### src/rtl/dct_pkg.sv
package dct_pkg;
  typedef enum logic [1:0] {
    SEL_START = 2'd0,
    SEL_DIV   = 2'd1,
    SEL_ENTRY = 2'd2,
    SEL_CTRL  = 2'd3
  } reg_sel_e;

  localparam int ENTRY_MASK_BIT = 16;
  localparam int ENTRY_MODE_BIT = 17;
  localparam int CTRL_EN_BIT    = 8;
  localparam int VEC_W          = 8;
  localparam int SHIFT_W        = 3;

  typedef struct packed {
    logic             masked;
    logic             periodic;
    logic [VEC_W-1:0] vector;
  } entry_t;

  // log2 of the divide ratio, from bits {3,1,0}; 111 wraps to 0 (ratio 1)
  function automatic logic [SHIFT_W-1:0] div_shift(input logic [3:0] cfg);
    return {cfg[3], cfg[1], cfg[0]} + 3'd1;
  endfunction
endpackage

### src/rtl/dct_prescaler.sv
module dct_prescaler #(
  parameter int MAX_SHIFT = 7
) (
  input  logic                        clk,
  input  logic                        rst_n,
  input  logic                        clr,
  input  logic [dct_pkg::SHIFT_W-1:0] shift,
  output logic                        tick
);
  localparam int PW = MAX_SHIFT;

  logic [PW-1:0] presc;
  logic [PW-1:0] limit;

  assign limit = PW'((1 << shift) - 1);
  assign tick  = (presc == limit);

  always_ff @(posedge clk or negedge rst_n) begin
    if (!rst_n)         presc <= '0;
    else if (clr||tick) presc <= '0;
    else                presc <= presc + 1'b1;
  end


  presc_range_chk: assert property (@(posedge clk) disable iff (!rst_n)
    presc <= limit);
endmodule

### src/rtl/dct_counter.sv
module dct_counter #(
  parameter int CNT_W    = 32,
  parameter int DEC_STEP = 1
) (
  input  logic             clk,
  input  logic             rst_n,
  input  logic             tick,
  input  logic             load,
  input  logic [CNT_W-1:0] load_val,
  input  logic             periodic,
  output logic [CNT_W-1:0] count,
  output logic             running,
  output logic             expire
);
  localparam logic [CNT_W-1:0] STEP = CNT_W'(DEC_STEP);

  logic [CNT_W-1:0] start_q;

  // periodic reload value after an overshoot of (STEP - cur)
  function automatic logic [CNT_W-1:0] reload_val(input logic [CNT_W-1:0] start,
                                                  input logic [CNT_W-1:0] cur);
    logic [CNT_W-1:0] over;
    over = STEP - cur;
    return (start > over) ? (start - over) : '0;
  endfunction

  assign expire = !load && running && tick && (count <= STEP);

  always_ff @(posedge clk or negedge rst_n) begin
    if (!rst_n) begin
      start_q <= '0;
      count   <= '0;
      running <= 1'b0;
    end else if (load) begin
      start_q <= load_val;
      count   <= load_val;
      running <= (load_val != '0);
    end else if (running && tick) begin
      if (count <= STEP) begin
        if (periodic) count <= reload_val(start_q, count);
        else begin
          count   <= '0;
          running <= 1'b0;
        end
      end else begin
        count <= count - STEP;
      end
    end
  end


  step_dec_chk: assert property (@(posedge clk) disable iff (!rst_n)
    (running && tick && !load && !expire) |=> (count == $past(count) - STEP));

  oneshot_stop_chk: assert property (@(posedge clk) disable iff (!rst_n)
    (expire && !periodic) |=> (count == '0 && !running));

  idle_hold_chk: assert property (@(posedge clk) disable iff (!rst_n)
    (!running && !load) |=> $stable(count));
endmodule

### src/rtl/dct_regs.sv
module dct_regs (
  input  logic                        clk,
  input  logic                        rst_n,
  input  logic                        wr_en,
  input  logic [1:0]                  wr_sel,
  input  logic [31:0]                 wr_data,
  output dct_pkg::entry_t             entry,
  output logic [dct_pkg::SHIFT_W-1:0] shift,
  output logic                        load,
  output logic                        div_wr
);
  import dct_pkg::*;

  logic sw_en;
  logic entry_wr, ctrl_wr;

  assign load     = wr_en && (wr_sel == SEL_START);
  assign div_wr   = wr_en && (wr_sel == SEL_DIV);
  assign entry_wr = wr_en && (wr_sel == SEL_ENTRY);
  assign ctrl_wr  = wr_en && (wr_sel == SEL_CTRL);

  always_ff @(posedge clk or negedge rst_n) begin
    if (!rst_n) begin
      entry <= '{masked: 1'b1, periodic: 1'b0, vector: '0};
      shift <= div_shift(4'd0);
      sw_en <= 1'b0;
    end else begin
      if (entry_wr) begin
        entry.masked   <= wr_data[ENTRY_MASK_BIT] | ~sw_en;
        entry.periodic <= wr_data[ENTRY_MODE_BIT];
        entry.vector   <= wr_data[VEC_W-1:0];
      end
      if (div_wr)  shift <= div_shift(wr_data[3:0]);
      if (ctrl_wr) sw_en <= wr_data[CTRL_EN_BIT];
    end
  end


  forced_mask_chk: assert property (@(posedge clk) disable iff (!rst_n)
    (entry_wr && !sw_en) |=> entry.masked);
endmodule

### src/rtl/divided_countdown_timer.sv
module divided_countdown_timer #(
  parameter int CNT_W     = 32,
  parameter int DEC_STEP  = 1,
  parameter int MAX_SHIFT = 7
) (
  input  logic                      clk,
  input  logic                      rst_n,
  input  logic                      wr_en,
  input  logic [1:0]                wr_sel,
  input  logic [31:0]               wr_data,
  output logic [CNT_W-1:0]          cur_count,
  output logic                      irq,
  output logic [dct_pkg::VEC_W-1:0] irq_vector
);
  import dct_pkg::*;

  entry_t               entry;
  logic [SHIFT_W-1:0]   shift;
  logic                 load, div_wr, tick, running, expire;

  dct_regs u_regs (
    .clk(clk), .rst_n(rst_n), .wr_en(wr_en), .wr_sel(wr_sel),
    .wr_data(wr_data), .entry(entry), .shift(shift),
    .load(load), .div_wr(div_wr)
  );

  dct_prescaler #(.MAX_SHIFT(MAX_SHIFT)) u_presc (
    .clk(clk), .rst_n(rst_n), .clr(load || div_wr),
    .shift(shift), .tick(tick)
  );

  dct_counter #(.CNT_W(CNT_W), .DEC_STEP(DEC_STEP)) u_cnt (
    .clk(clk), .rst_n(rst_n), .tick(tick), .load(load),
    .load_val(CNT_W'(wr_data)), .periodic(entry.periodic),
    .count(cur_count), .running(running), .expire(expire)
  );

  always_ff @(posedge clk or negedge rst_n) begin
    if (!rst_n) begin
      irq        <= 1'b0;
      irq_vector <= '0;
    end else begin
      irq <= expire && !entry.masked;
      if (expire) irq_vector <= entry.vector;
    end
  end


  masked_quiet_chk: assert property (@(posedge clk) disable iff (!rst_n)
    (expire && entry.masked) |=> !irq);

  irq_vector_chk: assert property (@(posedge clk) disable iff (!rst_n)
    (expire && !entry.masked) |=> (irq && irq_vector == $past(entry.vector)));
endmodule

### config.mk
export PLATFORM = sky130hd
export DESIGN_NAME = divided_countdown_timer
export DESIGN_NICKNAME = d
export VERILOG_FILES = /design/src/rtl/dct_pkg.sv /design/src/rtl/dct_prescaler.sv /design/src/rtl/dct_counter.sv /design/src/rtl/dct_regs.sv /design/src/rtl/divided_countdown_timer.sv
export SDC_FILE = /design/constraint.sdc
export NUM_CORES = 1
export LEC_CHECK = 0
export ABC_AREA = 1
export BUFFER_PORTS_ARGS = -buffer_cell sky130_fd_sc_hd__buf_4
export CAP_MARGIN = 0
export CORE_ASPECT_RATIO = 1.1
export CORE_MARGIN = 2
export CORE_UTILIZATION = 55
export CTS_CLUSTER_DIAMETER = 30
export DETAILED_ROUTE_END_ITERATION = 8
export GPL_ROUTABILITY_DRIVEN = 1
export PLACE_DENSITY_LB_ADDON = 0.3
export SLEW_MARGIN = 25
export SYNTH_ARGS = -nofsm -noshare
export SYNTH_HDL_FRONTEND = slang
export SYNTH_SLANG_ARGS = --single-unit
export TNS_END_PERCENT = 100
### constraint.sdc
create_clock -name clk -period 3.05 [get_ports clk]
set_input_delay 0.4575 -clock clk [delete_from_list [all_inputs] [get_ports clk]]
set_output_delay 0.4575 -clock clk [all_outputs]
set_load 0.1 [all_outputs]
==> PnR_summary.wiki <==
{| class="wikitable"
! Metric !! Value
|-
| Number of maximum-capacitance violations || 0
|-
| Layout cell share with drive strength beyond 1 || 0.3035
|-
| Synthesis Warnings || 0
|-
| HPWL after detailed placement || approximately 23000 um
|-
| Slack of the worst reg-to-reg path || -0.43 ns
|-
| Startpoint of the most critical setup path || u_cnt.count[2]
|-
| Placeable core region || 0.01450 sq mm
|-
| CP Data Arrival Time || 3.72 ns
|-
| Launching element type of the critical path || flop
|-
| Main synth FF type || sky130_fd_sc_hd__dfrtp_1
|-
| Number of H-tree branching levels || 3
|-
| Final worst clock skew || between 0.01 and 0.015 ns
|-
| Remaining global-route overflow || 0
|-
| Total vias in the final route || 9961
|-
| Largest net degree at the start of global routing || 54
|-
| Post-Synth XOR/XNOR Area || 0.06065
|-
| Area share of and/or/nand/nor cells after synthesis || 0.3981
|-
| Worst reg2reg endpoint || u_cnt.count[2]
|-
| Clock slew at reported path FFs || 0.08 ns
|-
| Initial antenna violation count || 0
|-
| Filler Cell Count || 1084
|-
| Main combinational cell family by area after synthesis || simple AND/OR/NAND/NOR gates
|-
| DRC violations left || 0
|-
| Most frequent cell after synthesis || sky130_fd_sc_hd__nand2_1
|-
| CTS sink cnt || 95
|-
| I/O pin cnt || 78
|-
| Crit Reg-Reg Startpoint || u_cnt.count[2]
|-
| Adder and majority cell fraction of the synthesized area || 0.06171
|-
| Sum of routed wire length over all layers || 32030 um
|-
| Status || finished, violations left
|-
| Pins Over Slew Limit || 0
|-
| Cell row count || 46
|-
| Setup WS post-layout || -0.4342 ns
|-
| Count of flip-flops with a built-in enable after synthesis || 0
|-
| Sequential fraction of the synthesis area || 0.2891
|-
| Area of the die || 0.01596 sq mm
|-
| Number of clock buffers inserted by TritonCTS || 9
|-
| Commonest cells post-synth || sky130_fd_sc_hd__nand2_1, sky130_fd_sc_hd__inv_1, sky130_fd_sc_hd__nor2_1
|-
| Average cell area after synthesis || 6.208 sq um
|-
| Post-route ant nets || 0
|-
| Final cycle utilization of the critical path || 1.142
|-
| Post-layout min period || 3.484 ns
|-
| Clock tree from TritonCTS || done
|-
| Total inserted antenna cells || 0
|-
| Syn Nets || 1403
|-
| Fraction of post-synthesis cell area in the top cell type by area || 0.2827
|-
| Number of unique standard cell types used by synthesis || 44
|-
| Die Wd || 120.6 um
|-
| Die H || 132.3 um
|-
| Hold violation count in the final report || 0
|-
| Post-layout nets || 1657
|-
| Kind of end point of the critical path || flop
|-
| Multiplexer area fraction after synthesis || 0
|-
| Effective utilization at floorplan || 0.5675
|-
| Path type of the worst min-delay path || input port to asynchronous set/reset pin
|-
| Top cells by area in the synthesized netlist || sky130_fd_sc_hd__dfrtp_1, sky130_fd_sc_hd__nand2_1, sky130_fd_sc_hd__inv_1
|-
| Final Wtd Congestion || 1.044
|-
| CTS Root Cell || sky130_fd_sc_hd__clkbuf_16
|-
| Data required time of the worst path || 3.28 ns
|-
| Highest clock frequency the design can meet || approximately 0.29 GHz
|-
| RSZ-0062 raised after global routing || yes
|-
| Vias per std cell || 5.606
|-
| Gate count of the mapped netlist || 1326
|-
| Post-Synthesis Cell Area || between 0.008 and 0.009 sq mm
|-
| Aggregate global-route resource usage || 0.3868
|-
| Clock Latency Late Sink || 0.36 ns
|-
| Relative slew slack || 0.5345
|-
| Critical path class || flop to flop
|-
| Port Buffer Count || 77
|-
| Static leakage power || between 6 and 7 nW
|-
| Async set-reset flop share out of synthesis || 1.000
|-
| Final Setup Violations || 32
|-
| Worst Setup Slack post-DPL || -0.3818 ns
|-
| First-pass GRT wire length || 47860 um
|-
| Violated checks || negative setup slack
|-
| Compound-gate portion of the synthesized area || 0.08603
|-
| Synthesis-stage register bit count || 95
|-
| Largest vdd supply drop || 0.7905 mV
|-
| Routed wire per std cell || 18.03 um
|-
| PD cells || 1122 mW/mm^2
|-
| Worst setup path end || u_cnt.count[2]
|-
| Detailed router's first-iteration violation count || around 1300
|-
| Area added between synthesis and finish || 39.32%
|-
| Critical path peak fanout || 6
|-
| Final core utilization || 0.7907
|-
| First-pass iteration count of the detailed router || 7
|-
| Post-synthesis cell type with the largest combined area || sky130_fd_sc_hd__dfrtp_1
|-
| Worst r2r path cells || 23
|-
| Number of buffers on the longest clock path || 2
|-
| Number of global-route vias before repair || 9257
|-
| Actual slew at the worst max-slew pin || about 0.70 ns
|}
## how the worst min path moves through the flow
stage	start	to	cells after the start
2_1_floorplan	rst_n	irq	0
3_3_place_gp	u_regs.sw_en	u_regs.entry[9]	1
3_5_place_dp	u_regs.sw_en	u_regs.entry[9]	1
4_1_cts	rst_n	irq_vector[6]	1
5_1_grt	rst_n	u_regs.entry[6]	1
6_report	rst_n	irq_vector[6]	1
## cells in the final DEF, fill, tap and decap left out, drive strengths merged, types with 3 or more instances in the layout
cell type,count
nand4,13
clkinv,4
o22ai,9
o211ai,7
nor4,10
xnor2,21
clkbuf,9
nor3,16
nand3b,10
inv,198
ha,39
buf,265
nand2,471
o21ai,60
nor2,189
dfrtp,93
a21oi,47
xor2,36
nand3,67
nor3b,3
o21bai,5
## metrics by stage
stage	TNS, ns	instances	area [sq um]	total power, mW	hold slack [ns]
finish	-11.27	1777	11470	12.87	0.1399
global route	-16.69	1777	11470	13.53	0.2041
CTS	-6.280	1768	10940	11.79	0.1636
detailed placement	-9.368	1742	10330	10.18	0.4153
global placement	-7.375	1742	10330	10.07	0.4142
floorplan	-2.389	1326	8319	7.013	0.1619
## registers in the layout, summed over array words and instances (netlist names)
register	count
irq	1
irq_vector	8
u_cnt.count	32
u_cnt.running	1
u_cnt.start_q	32
u_presc.presc	7
u_regs.entry	10
u_regs.shift	3
u_regs.sw_en	1
## cells by family after synthesis
family          count (synthesis)
compound gates                131
xor+xnor                       57
fa+ha+maj                      40
buf+inv                       221
flops                          95
simple gates                  782
## layout make-up
class / instances / area [sq um] / area share
Tap cell: 192 / 240.2 / 0.02095
Sequential cell: 95 / 2417 / 0.2108
Inverter: 196 / 748.2 / 0.06524
Timing Repair Buffer: 265 / 2057 / 0.1794
Multi-Input combinational cell: 1013 / 5683 / 0.4955
Clock inverter: 7 / 97.59 / 0.008510
Clock buffer: 9 / 225.2 / 0.01964
## layer usage
metal / up-vias / part of all wire / GRT usage
met3: 139 / 0.099 / 0.09429
met5: - / 0 / 0
li1: 4653 / - / -
met1: 4589 / 0.40 / 0.5146
met4: 0 / 0.058 / 0.1641
met2: 580 / 0.45 / 0.6001
## critical path, cell delays in order (launching register included)
cell and delay (ns):
sky130_fd_sc_hd__dfrtp_4 0.50, sky130_fd_sc_hd__inv_4 0.07, sky130_fd_sc_hd__buf_6 0.09, sky130_fd_sc_hd__nand2_4 0.05, sky130_fd_sc_hd__nor2_4 0.08, sky130_fd_sc_hd__inv_2 0.06
sky130_fd_sc_hd__nor2_4 0.15, sky130_fd_sc_hd__nand2_4 0.08, sky130_fd_sc_hd__nor3_4 0.26, sky130_fd_sc_hd__nand2_1 0.10, sky130_fd_sc_hd__xor2_1 0.17, sky130_fd_sc_hd__ha_1 0.37
sky130_fd_sc_hd__nand2_2 0.11, sky130_fd_sc_hd__nor2_4 0.15, sky130_fd_sc_hd__nand2_2 0.10, sky130_fd_sc_hd__nor2_4 0.17, sky130_fd_sc_hd__a21oi_2 0.09, sky130_fd_sc_hd__nand2_2 0.12
sky130_fd_sc_hd__clkinv_4 0.12, sky130_fd_sc_hd__buf_6 0.15, sky130_fd_sc_hd__nand2_8 0.12, sky130_fd_sc_hd__o21ai_2 0.07, sky130_fd_sc_hd__nand2_1 0.09, sky130_fd_sc_hd__o211ai_1 0.09
## report_power, final
group / leakage [nW] / internal (mW) / switching (mW)
registers: 1.13 / 1.61 / 0.389
clock network: 0.159 / 0.667 / 0.572
logic: 4.91 / 3.47 / 6.16
total: 6.20 / 5.74 / 7.12
## timing repair
action	4_1_cts	5_1_grt
setup buffers	7	10
setup endpoints to repair	32	32
gates cloned	3	0
pin swaps	28	68
resized for setup	49	121
hold buffers	0	0
Power figures use the tool's default switching activity.
